### src/rtl/prog_status_pkg.sv
package prog_status_pkg;
  // Strobes handed from control to datapath
  typedef struct packed {
    logic driveEn;     // read strobe active
    logic showStatus;  // program cycle in progress
    logic toggleVal;   // current toggle status bit
  } statusStrobe_t;
endpackage

### src/rtl/prog_status_ctrl.sv
module prog_status_ctrl
  import prog_status_pkg::*;
(
  input  logic          clk,
  input  logic          rstN,
  input  logic          busy,
  input  logic          ceN,
  input  logic          oeN,
  input  logic          weN,
  output statusStrobe_t strb
);
  logic readNow;
  logic readPrev;
  logic readEnd;
  logic toggleQ;

  assign readNow = ~ceN & ~oeN & weN;
  assign readEnd = readPrev & ~readNow;

  always_ff @(posedge clk or negedge rstN) begin
    if (!rstN) begin
      readPrev <= 1'b0;
      toggleQ  <= 1'b0;
    end else begin
      readPrev <= readNow;
      if (!busy)
        toggleQ <= 1'b0;
      else if (readEnd)
        toggleQ <= ~toggleQ;
    end
  end

  always_comb begin
    strb.driveEn    = readNow;
    strb.showStatus = busy;
    strb.toggleVal  = toggleQ;
  end
endmodule

### src/rtl/prog_status_dp.sv
module prog_status_dp
  import prog_status_pkg::*;
#(
  parameter int DATA_W = 16,
  parameter int ADDR_W = 16
) (
  input  statusStrobe_t       strb,
  input  logic [DATA_W-1:0]   lastData,
  input  logic [ADDR_W-1:0]   lastAddr,
  input  logic [ADDR_W-1:0]   rdAddr,
  input  logic [DATA_W-1:0]   arrayData,
  output logic [DATA_W-1:0]   rdData
);
  localparam int LANES = DATA_W / 8;

  logic pollHit;
  assign pollHit = (rdAddr == lastAddr);

  for (genvar g = 0; g < LANES; g++) begin : gLane
    logic [7:0] statusLane;
    always_comb begin
      statusLane      = lastData[8*g +: 8];
      statusLane[7]   = pollHit ? ~lastData[8*g+7] : lastData[8*g+7];
      statusLane[6]   = strb.toggleVal;
    end
    assign rdData[8*g +: 8] = strb.showStatus ? statusLane : arrayData[8*g +: 8];
  end
endmodule

### src/rtl/prog_status_resp.sv
module prog_status_resp
  import prog_status_pkg::*;
#(
  parameter int DATA_W = 16,
  parameter int ADDR_W = 16
) (
  input  logic              clk,
  input  logic              rstN,
  input  logic              busy,
  input  logic              ceN,
  input  logic              oeN,
  input  logic              weN,
  input  logic [DATA_W-1:0] lastData,
  input  logic [ADDR_W-1:0] lastAddr,
  input  logic [ADDR_W-1:0] rdAddr,
  input  logic [DATA_W-1:0] arrayData,
  output logic [DATA_W-1:0] rdData,
  output logic              driveEn
);
  statusStrobe_t strb;

  prog_status_ctrl ctrlI (
    .clk(clk), .rstN(rstN), .busy(busy),
    .ceN(ceN), .oeN(oeN), .weN(weN), .strb(strb)
  );

  prog_status_dp #(.DATA_W(DATA_W), .ADDR_W(ADDR_W)) dpI (
    .strb(strb), .lastData(lastData), .lastAddr(lastAddr),
    .rdAddr(rdAddr), .arrayData(arrayData), .rdData(rdData)
  );

  assign driveEn = strb.driveEn;
endmodule

### config.mk
export PLATFORM = sky130hd
export DESIGN_NAME = prog_status_resp
export DESIGN_NICKNAME = d
export VERILOG_FILES = /design/src/rtl/prog_status_pkg.sv /design/src/rtl/prog_status_ctrl.sv /design/src/rtl/prog_status_dp.sv /design/src/rtl/prog_status_resp.sv
export SDC_FILE = /design/constraint.sdc
export NUM_CORES = 1
export LEC_CHECK = 0
export BUFFER_PORTS_ARGS = -buffer_cell sky130_fd_sc_hd__buf_2
export CELL_PAD_IN_SITES_DETAIL_PLACEMENT = 0
export CELL_PAD_IN_SITES_GLOBAL_PLACEMENT = 1
export CORE_MARGIN = 4
export CORE_UTILIZATION = 13
export CTS_CLUSTER_DIAMETER = 60
export DETAILED_ROUTE_END_ITERATION = 8
export GPL_ROUTABILITY_DRIVEN = 0
export PLACE_DENSITY_LB_ADDON = 0.1
export SYNTH_ARGS = -nofsm -noshare
export SYNTH_HDL_FRONTEND = slang
export SYNTH_SLANG_ARGS = --single-unit
### constraint.sdc
create_clock -name clk -period 1.15 [get_ports clk]
set_clock_uncertainty 0.05 [all_clocks]
set_input_delay 0.115 -clock clk [delete_from_list [all_inputs] [get_ports clk]]
set_output_delay 0.115 -clock clk [all_outputs]
set_load 0.01 [all_outputs]
==> results.sh <==
export IMPL_n_antenna_cell=0
export IMPL_cts_path_max_buffers=2
export IMPL_syn_to_final_growth_pct=144
export IMPL_power_leakage_nw=0.571
export IMPL_synth_cells=52
export IMPL_yosysUniqueCellTypes=15
export IMPL_rows=21
export IMPL_clock_latency_ps=220
export IMPL_num_io_pins=87
export IMPL_grt_max_degree=18
export IMPL_cp_arrival_ps=1260
export IMPL_cp_startpoint="lastAddr[9]"
export IMPL_finalNetCount=212
export IMPL_clkSlewWorstSetupHoldPaths_ps=30
export IMPL_setup_viol=2
export IMPL_final_util_pct=33.1
export IMPL_hold_path_class="primary input to flip-flop"
export IMPL_ant_nets=0
export IMPL_worstPathMaxFanout=2
export IMPL_viasPerCell=3.75
export IMPL_numCtsBuffers=3
export IMPL_finalCritPeriodShare_pct=124
export IMPL_rsz0062_at_grt="yes"
export IMPL_ys_seq_area_share_pct=11.0
export IMPL_multi_input_comb_area_um2=458
export IMPL_status="finished with violations"
export IMPL_cp_end_kind="output port"
export IMPL_finalPower_mw=0.596
export IMPL_netlist_top_cells_area="xnor2_1 35%, mux2_2 30%, dfrtp_1 11%, nand4_1 5.5%, nor4_2 2.7%"
export IMPL_synth_enable_flop_cells=0
export IMPL_violations="negative setup slack"
export IMPL_fp_dieW_um=67.2
export IMPL_synth_largest_area_cell="xnor2_1"
export IMPL_seq_area_um2=50.0
export IMPL_vias=698
export IMPL_core_um2=3360
export IMPL_fmax_mhz=703
export IMPL_worstSetupStartpointType="primary input"
export IMPL_drt_iter0_drc=12
export IMPL_layout_min_cycle_time_ps=1420
export IMPL_cts_root_buf="clkbuf_4"
export IMPL_reg2reg_from="ctrlI.readPrev$_DFF_PN0_"
export IMPL_hp_start="ceN"
export IMPL_fp_dieH_um=67.2
export IMPL_slew_viol_final=0
export IMPL_ys_seq_elements=2
export IMPL_hold_viol=0
export IMPL_synth_most_common_cell="xnor2_1"
export IMPL_synth_ff_type="dfrtp_1"
export IMPL_numPortBuffers=84
export IMPL_ir_worst_vdd_mv=0.129
export IMPL_grt_pass1_wl_um=2540
export IMPL_wl_um=1910
export IMPL_grt_pass1_vias=681
export IMPL_track_usage_pct=7.30
export IMPL_yosys_warnings=0
export IMPL_ys_async_sr_fraction_pct=100
export IMPL_postSynthAreaPerCell_um2=8.76
export IMPL_drcViolationCount=0
export IMPL_cp_required_ps=990
export IMPL_h_tree_depth=1
export IMPL_fillCellCount=378
export IMPL_ys_top_cells_by_count="18 x xnor2_1, 12 x mux2_2, 4 x nand4_1"
export IMPL_final_layout_size_suffix_gt1_share_pct=80.0
export IMPL_synth_net_count=122
export IMPL_die_area_um2=4510
export IMPL_wl_per_cell_um=10.3
export IMPL_dr_pass1_iters=3
export IMPL_start_util_pct=13.5
export IMPL_synth_top_area_share_pct=34.6
export IMPL_cts_sinks=2
export IMPL_syn_area_um2=455
export IMPL_cts_setup_buffers=0
export IMPL_max_cap_violations=0
export IMPL_gr_total_overflow=0
export IMPL_tightest_slew_ps=267
export IMPL_cts_tree="yes"
export IMPL_antenna_found_initial=0
export IMPL_finalWorstSetupSlack_ps=-271
export IMPL_slew_headroom_pct=82.1
export IMPL_powerDensity_nw_per_um2=536
export IMPL_path_class="primary input to output port"
==> worst max-delay path: stages <==
cell and delay, ps:
buf_6 90, xnor2_2 130, nand4_1 120, nor4_2 280
buf_4 180, xnor2_2 70, a21oi_2 130, buf_2 140
==> cell type report <==
type / count / area share (%)
Multi-Input combinational cell: 46 / 41.2
Inverter: 2 / 0.675
Clock buffer: 3 / 2.02
Tap cell: 46 / 5.17
Timing Repair Buffer: 87 / 46.5
Sequential cell: 2 / 4.50
==> report_power, final <==
group	internal, mW	total, mW	switching (mW)
registers	0.0743	0.0760	0.00176
clock network	0.115	0.155	0.0398
logic	0.232	0.366	0.133
==> registers in the layout, indices dropped and copies added (netlist names) <==
name / count
ctrlI.readPrev: 1
ctrlI.toggleQ: 1
==> kinds of logic after synthesis <==
group	after synthesis	share of synthesized area, %
mux	12	29.7
simple gates	11	15.1
flops	2	11.0
buf+inv	4	3.30
xor+xnor	19	36.5
compound gates	4	4.40
==> path summary, 6_finish.rpt <==
kind                                             end  slack, ps  cells past startpoint
max reg2reg                ctrlI.toggleQ$_DFFE_PN0P_        350                      3
min in group asynchronous  ctrlI.toggleQ$_DFFE_PN0P_        160                      2
min reg2reg                ctrlI.toggleQ$_DFFE_PN0P_        520                      2
max in group asynchronous   ctrlI.readPrev$_DFF_PN0_        800                      2
min                         ctrlI.readPrev$_DFF_PN0_         10                      2
max                                        rdData[7]       -270                      8
==> repair_timing <==
action,in CTS,in global routing
hold buffers,1,0
gates resized for setup,19,1
pin swaps,4,0
hold endpoints to repair,2,0
setup endpoints to repair,2,4
==> layout by cell type, fill, tap and decap left out, types with 2 or more instances in the layout <==
cell type | Yosys | final
buf_2 | 0 | 72
mux2_2 | 12 | 12
buf_6 | 0 | 11
xnor2_1 | 18 | 10
xnor2_2 | 0 | 8
nand4_1 | 4 | 4
clkbuf_4 | 0 | 4
inv_1 | 2 | 2
o21ai_0 | 2 | 2
nor2_1 | 2 | 2
a21oi_2 | 0 | 2
dfrtp_1 | 2 | 2
buf_4 | 0 | 2
==> through the flow <==
stage / TNS (ps) / std cells / hold slack (ps) / area (um^2) / setup WS [ps]
after floorplan: -59.6 / 52 / -231 / 463 / -29.8
after global placement: -579 / 182 / -148 / 948 / -290
after detailed placement: -638 / 182 / -146 / 948 / -320
after CTS: -570 / 186 / 3.36 / 1110 / -297
after global routing: -809 / 186 / 5.80 / 1110 / -416
final: -521 / 186 / 12.6 / 1110 / -271
==> metal layers <==
layer  up-vias  share of wire (%)  track usage [%]
met2        45                 55             14.1
met3         0                 12            0.666
met1       297                 33             7.41
met5         -                  0                0
li1        356                  -                -
met4         0                  0             4.56
Power figures use the tool's default switching activity.
